File: src/rtl/ipd_pkg.sv
package ipd_pkg;
  typedef enum int {
    DOM_ARRAY = 0,
    DOM_MCELL = 1
  } clk_dom_e;
  localparam int NUM_DOMAINS = 2;
endpackage

File: src/rtl/ipd_change_det.sv
module ipd_change_det #(
  parameter int BUS_W  = 61,
  parameter int LANE_W = 16
) (
  input  logic             clk_i,
  input  logic             rst_ni,
  input  logic [BUS_W-1:0] bus_i,
  output logic             armed_o,
  output logic             change_o
);
  localparam int NUM_LANES = (BUS_W + LANE_W - 1) / LANE_W;

  logic [BUS_W-1:0]     prev_q;
  logic                 armed_q;
  logic [NUM_LANES-1:0] lane_hit;

  // Snapshot of the bus; armed_q marks that it holds a real sample.
  always_ff @(posedge clk_i or negedge rst_ni) begin
    if (!rst_ni) begin
      prev_q  <= '0;
      armed_q <= 1'b0;
    end else begin
      prev_q  <= bus_i;
      armed_q <= 1'b1;
    end
  end

  for (genvar i = 0; i < NUM_LANES; i++) begin : g_lane
    localparam int LO = i * LANE_W;
    localparam int HI = ((i + 1) * LANE_W > BUS_W) ? BUS_W - 1 : (i + 1) * LANE_W - 1;
    assign lane_hit[i] = |(bus_i[HI:LO] ^ prev_q[HI:LO]);
  end

  assign armed_o  = armed_q;
  assign change_o = armed_q & (|lane_hit);
endmodule

File: src/rtl/ipd_idle_timer.sv
module ipd_idle_timer #(
  parameter int IDLE_CYCLES = 7
) (
  input  logic clk_i,
  input  logic rst_ni,
  input  logic armed_i,
  input  logic change_i,
  input  logic turbo_i,
  output logic pwrdn_o
);
  localparam int CNT_W = $clog2(IDLE_CYCLES + 1);
  localparam logic [CNT_W-1:0] CNT_MAX = CNT_W'(IDLE_CYCLES);

  logic [CNT_W-1:0] cnt_q;
  logic             restart;
  logic             at_max;

  assign restart = turbo_i | change_i | ~armed_i;
  assign at_max  = (cnt_q == CNT_MAX);

  always_ff @(posedge clk_i or negedge rst_ni) begin
    if (!rst_ni)      cnt_q <= '0;
    else if (restart) cnt_q <= '0;
    else if (!at_max) cnt_q <= cnt_q + CNT_W'(1);
  end

  // Combinational release: activity or turbo drops the flag without an edge.
  assign pwrdn_o = at_max & ~change_i & ~turbo_i;
endmodule

File: src/rtl/ipd_clk_en.sv
module ipd_clk_en
  import ipd_pkg::*;
(
  input  logic                   clk_i,
  input  logic                   rst_ni,
  input  logic [NUM_DOMAINS-1:0] dis_i,
  output logic [NUM_DOMAINS-1:0] en_o
);
  for (genvar d = 0; d < NUM_DOMAINS; d++) begin : g_dom
    logic en_q;
    always_ff @(posedge clk_i or negedge rst_ni) begin
      if (!rst_ni) en_q <= 1'b1;
      else         en_q <= ~dis_i[d];
    end
    assign en_o[d] = en_q;
  end
endmodule

File: src/rtl/idle_pwrdn.sv
module idle_pwrdn
  import ipd_pkg::*;
#(
  parameter int BUS_W       = 61,
  parameter int IDLE_CYCLES = 7,
  parameter int LANE_W      = 16
) (
  input  logic             clk_i,
  input  logic             rst_ni,
  input  logic [BUS_W-1:0] bus_i,
  input  logic             turbo_i,
  input  logic             arr_clk_dis_i,
  input  logic             mc_clk_dis_i,
  output logic             pwrdn_o,
  output logic             arr_clk_en_o,
  output logic             mc_clk_en_o
);
  logic                   armed;
  logic                   change;
  logic [NUM_DOMAINS-1:0] dom_dis;
  logic [NUM_DOMAINS-1:0] dom_en;

  ipd_change_det #(.BUS_W(BUS_W), .LANE_W(LANE_W)) u_det (
    .clk_i    (clk_i),
    .rst_ni   (rst_ni),
    .bus_i    (bus_i),
    .armed_o  (armed),
    .change_o (change)
  );

  ipd_idle_timer #(.IDLE_CYCLES(IDLE_CYCLES)) u_tmr (
    .clk_i    (clk_i),
    .rst_ni   (rst_ni),
    .armed_i  (armed),
    .change_i (change),
    .turbo_i  (turbo_i),
    .pwrdn_o  (pwrdn_o)
  );

  assign dom_dis[DOM_ARRAY] = arr_clk_dis_i;
  assign dom_dis[DOM_MCELL] = mc_clk_dis_i;

  ipd_clk_en u_cen (
    .clk_i  (clk_i),
    .rst_ni (rst_ni),
    .dis_i  (dom_dis),
    .en_o   (dom_en)
  );

  assign arr_clk_en_o = dom_en[DOM_ARRAY];
  assign mc_clk_en_o  = dom_en[DOM_MCELL];
endmodule

File: config.mk
export PLATFORM = sky130hd
export DESIGN_NAME = idle_pwrdn
export DESIGN_NICKNAME = d
export VERILOG_FILES = /design/src/rtl/ipd_pkg.sv /design/src/rtl/ipd_change_det.sv /design/src/rtl/ipd_idle_timer.sv /design/src/rtl/ipd_clk_en.sv /design/src/rtl/idle_pwrdn.sv
export SDC_FILE = /design/constraint.sdc
export NUM_CORES = 1
export LEC_CHECK = 0
export ABC_AREA = 1
export BUFFER_PORTS_ARGS = -buffer_cell sky130_fd_sc_hd__buf_2
export CAP_MARGIN = 20
export CORE_MARGIN = 5
export CORE_UTILIZATION = 60
export CTS_BUF_LIST = sky130_fd_sc_hd__clkbuf_8
export CTS_CLUSTER_DIAMETER = 50
export CTS_CLUSTER_SIZE = 25
export DETAILED_ROUTE_END_ITERATION = 10
export PLACE_DENSITY = 0.94
export SLEW_MARGIN = 5
export SYNTH_ARGS = -nofsm -noshare
export SYNTH_HDL_FRONTEND = slang
export SYNTH_HIERARCHICAL = 1
export SYNTH_SLANG_ARGS = --single-unit
export TNS_END_PERCENT = 100
File: constraint.sdc
create_clock -name clk_i -period 3.1 [get_ports clk_i]
set_input_delay 0.31 -clock clk_i [delete_from_list [all_inputs] [get_ports clk_i]]
set_output_delay 0.31 -clock clk_i [all_outputs]
set_load 0.03 [all_outputs]
## After elaboration in Yosys (flattened, before gate mapping)

Cells that the tools add are included.

- Flip-flop bits (word level): 67
- Memories: 0
- Memory bits (read-only): 0
- Latch bits: 0
- RAM bits: 0
- Bits of input ports: 66
- Output and inout port bits: 3
- Word-level logic and storage cells: 25

- Bitwise operators: 14
- Reductions and logical operators: 1
- Multiplexer cells: 2
- Magnitude comparators: 0
- $mul: 0
- Equal/unequal tests: 2
- Shifts and indexed selects: 0
- Add/sub/neg operators: 1
- Divide/modulo/power cells: 0

Operator list:

| operator | count |
|---|---|
| 61-bit OR reduction | 1 |
| 16-bit XOR | 3 |
| 13-bit XOR | 1 |
| 3-bit two-way mux | 2 |
| 1-bit NOT | 5 |
| 3-bit by 1-bit adder with 3-bit output (second input constant) | 1 |
| 1-bit bitwise AND | 3 |
| 3-bit equality test (second input constant) | 1 |
| 2-bit by 1-bit inequality test with 1-bit output (second input constant) | 1 |
| 1-bit OR | 2 |

## Logic depth before layout (Yosys ltp)

- Depth after elaboration: 6
- Depth in mapped cells: 12
- Mapped depth without buffers: 12

## Cells and area by module

Netlist, hierarchy kept.

By module, submodules not included:

| module | cells each | times used | area each (µm²) | seq. area each (µm²) |
|---|---|---|---|---|
| ipd_change_det | 373 | 1 | 2,766.4 | 1,551.5 |
| ipd_idle_timer | 26 | 1 | 180.2 | 75.1 |
| ipd_clk_en | 6 | 1 | 75.1 | 52.6 |

## Least setup slack after synthesis

No wires, ideal clock.

- Path kind: reg-to-output
- Start: reg u_det.prev_q[17]
- End: out pwrdn_o
- Arrival time: 1.632 ns
- Setup slack: 1.158 ns
- Stages on the path, launching flop included: 10
- Cell sequence: dfrtp_1 -> nor2_1 -> nor2_1 -> nor2_1 -> nand2_1 -> nor2_1 -> nand2_1 -> nor2_1 -> a21oi_1 -> nor3_1

- Longest elaborated chain between the ends: 6

RTL lines:

| element | line | source |
|---|---|---|
| from (decl) | ipd_change_det.sv:13 | `logic [BUS_W-1:0] prev_q;` |
| from (signal assigned) | ipd_change_det.sv:23 | `prev_q <= bus_i;` |
| 16-bit XOR | ipd_change_det.sv:31 | `assign lane_hit[i] = \|(bus_i[HI:LO] ^ prev_q[HI:LO]);` |
| 61-bit OR reduction | ipd_change_det.sv:35 | `assign change_o = armed_q & (\|lane_hit);` |
| 1-bit bitwise AND | ipd_change_det.sv:35 |  |
| net change | idle_pwrdn.sv:19 | `logic change;` |
| 1-bit NOT | ipd_idle_timer.sv:28 | `assign pwrdn_o = at_max & ~change_i & ~turbo_i;` |
| 1-bit bitwise AND (2 in series) | ipd_idle_timer.sv:28 |  |
| to (decl) | idle_pwrdn.sv:14 | `output logic pwrdn_o,` |

The timed path passes the listed nets, and every way through them passes these cells.

## Worst setup path in the final report

- Start: reg u_det.prev_q[30]
- End: out pwrdn_o

The elaborated chain is that of the path after synthesis.

==> out/metrics.yaml <==
pwr:
  p_leak_nw: 2.261
  peakVddDrop_v: 0.0004100
  powerDensity_mw_per_mm2: 474.3
  power_mw: 1.704
global_routing:
  grt_pass1_vias: 2556
  grt_first_pass_wirelength_mm: 9.853
  grt_max_degree: 68
  grt_usage: 0.1949
  antenna_found_initial: 0
  grt_overflow: 0
synth:
  synth.distinct_cells: 13
  ys_seq_elements: 67
  yosysTopAreaCellShare: 0.5383
  avgSynthCellArea_sq_um: 7.461
  synth-edff-count: 0
  synth_area_leaders: "dfrtp_1, nand2_1, inv_1"
  synth_area_leader_cell: "dfrtp_1"
  syn_nets: 473
  ys_seq_area_frac: 0.5557
  async_flop_share: 1.000
  ys.flop_type: "dfrtp_1"
  ys_warn_count: 6
  yosysMostFrequentCell: "nand2_1"
  synth_common_cells: "nand2_1, inv_1, nor2_1"
  syn-instance-count: 405
  syn-cell-area_sq_mm: 0.003022
critical_path:
  reg2reg_depth: 11
  r2r-start: "u_det/prev_q[30]$_DFF_PN0_"
  critPathMaxFanout: 2
  crit_type: "reg -> out"
  required_ps: 2790
  rr_endpoint: "u_tmr/cnt_q[0]$_DFFE_PN0P_"
  arrival_ps: 1850
  r2r_slack_ps: 1600
  cp-end-kind: "primary output"
  critPathLaunchType: "flip-flop"
finish:
  area_delta_synth_final_pct: 18.88
  multi_input_area_sq_um: 974.7
  final_nets: 551
  antenna_cells: 0
  seqCellArea_sq_mm: 0.001679
  final_cells: 555
  utilization: 0.7457
  fin_area_sq_mm: 0.003592
  num-fill-cells: 412
  drive_gt1_frac: 0.1701
sta:
  setup-tns-final_ps: 0
  min_period_over_period: 0.6969
  clock.fmax_mhz: 462.9
  layout_setup_ws_ps: 939.7
  rsz0062_at_grt: "no"
  tightest_slew_ps: 811.1
  drv_slew: 0
  finalSetupViolations: 0
  min_period_ps: 2160
  finClkSkew_ps: 3.399
  hold_viol: 0
  whs_ps: 78.03
  slew-limit-headroom: 0.4593
hold_path:
  min_to: "u_cen/g_dom[1].en_q$_DFF_PN1_"
  min_from: "mc_clk_dis_i"
  hold_path_class: "in -> reg"
  hold_path_depth: 2
placed_design:
  placed_area_sq_mm: 0.003438
  dp_cells: 539
  globalplace.congestion: 0.7345
  dp_hpwl_mm: 4.220
  pre_cts_ws_ps: 1210
  port_buffers: 68
clock_network:
  cts_num_sinks: 67
  cts_resized: 0
  post_cts_buffers: 0
  htreeDepth: 3
  insertion_delay_ps: 330
  cts-root-buf: "clkbuf_8"
  cts_buffer_depth: 2
  clkTransAtPathRegs_ps: 70
  cts_made_buffers: 9
  tritoncts: "built"
  ctsHoldBuffers: 0
route:
  routed_wirelength_mm: 5.506
  wl_per_cell_microns: 9.921
  route.vias.total: 2422
  route.detailed.drc: 0
  drt_iter0_drc: 91
  dr.pass1.iters: 4
  vias_per_cell: 4.364
  antenna_left: 0
run_status:
  status: "complete, no violations"
die:
  start_util: 0.6273
  dieArea_sq_mm: 0.006555
  row_count: 25
  coreArea_sq_mm: 0.004817
  die_y_microns: 80.97
  die_w_microns: 80.97
  io_pins: 69
job:
  drv_cap: 0
cell type report:
cell class	count	area share
Sequential cell	67	0.4674
Multi-Input combinational cell	242	0.2713
Inverter	94	0.09822
Timing Repair Buffer	69	0.09683
Clock buffer	9	0.03448
Tap cell	67	0.02334
Clock inverter	7	0.008359
registers in the layout, indices dropped and copies added (netlist names):
register,cells
u_det/armed_o,1
u_cen/g_dom.en_q,2
u_tmr/cnt_q,3
u_det/prev_q,61
cell families (layout without fill, tap and decap cells):
logic type,after synthesis,after routing,share of synthesized area
AOI/OAI and AO/OA,1,1,0.001655
xor gates and xnor gates,9,9,0.02609
other,1,1,0.001241
DFF,67,67,0.5557
buffers and inverters,96,179,0.1217
adders and majority gates,2,2,0.008280
and+or+nand+nor,229,229,0.2853
worst max path at each step:
| stage | startpoint | endpoint | slack, ps |
|---|---|---|---|
| finish | u_det/prev_q[30]$_DFF_PN0_ | pwrdn_o | 940 |
| global route | u_det/prev_q[49]$_DFF_PN0_ | pwrdn_o | 700 |
| CTS | u_det/prev_q[30]$_DFF_PN0_ | pwrdn_o | 880 |
| detailed placement | bus_i[31] | pwrdn_o | 1210 |
| global placement | bus_i[17] | pwrdn_o | 1270 |
| floorplan | u_det/prev_q[17]$_DFF_PN0_ | pwrdn_o | 1160 |
layer usage:
metal	vias up	track usage	wire length, microns
li1	1285	-	-
met1	1079	0.2050	2271
met2	46	0.3580	2839
met3	12	0.04435	262
met4	0	0.1047	133
met5	-	0	0
cell usage in the layout (no fill, tap or decap):
master | Yosys | final
a21oi_1 | 1 | 1
xor2_1 | 7 | 7
dfstp_2 | 2 | 2
conb_1 | 1 | 1
inv_1 | 94 | 98
dfrtp_1 | 65 | 65
nor2_1 | 85 | 85
nand3_1 | 1 | 1
buf_2 | 0 | 68
ha_1 | 2 | 2
xnor2_1 | 2 | 2
clkinv_2 | 0 | 3
buf_4 | 2 | 1
nand2_1 | 142 | 142
nor3_1 | 1 | 1
clkbuf_8 | 0 | 9
where the power goes:
group	switching (mW)	internal, mW	total [mW]
registers	0.0220	0.919	0.941
clock network	0.300	0.274	0.574
logic	0.111	0.0791	0.190
total	0.432	1.27	1.70
critical path, stage by stage (launching register included):
cell and delay (ps):
dfrtp_1 390, nor2_1 100, nor2_1 50, nor2_1 80, nand2_1 70, nor2_1 110, nand2_1 80, nor2_1 140
a21oi_1 100, nor3_1 180, buf_2 230
Power figures use the tool's default switching activity.
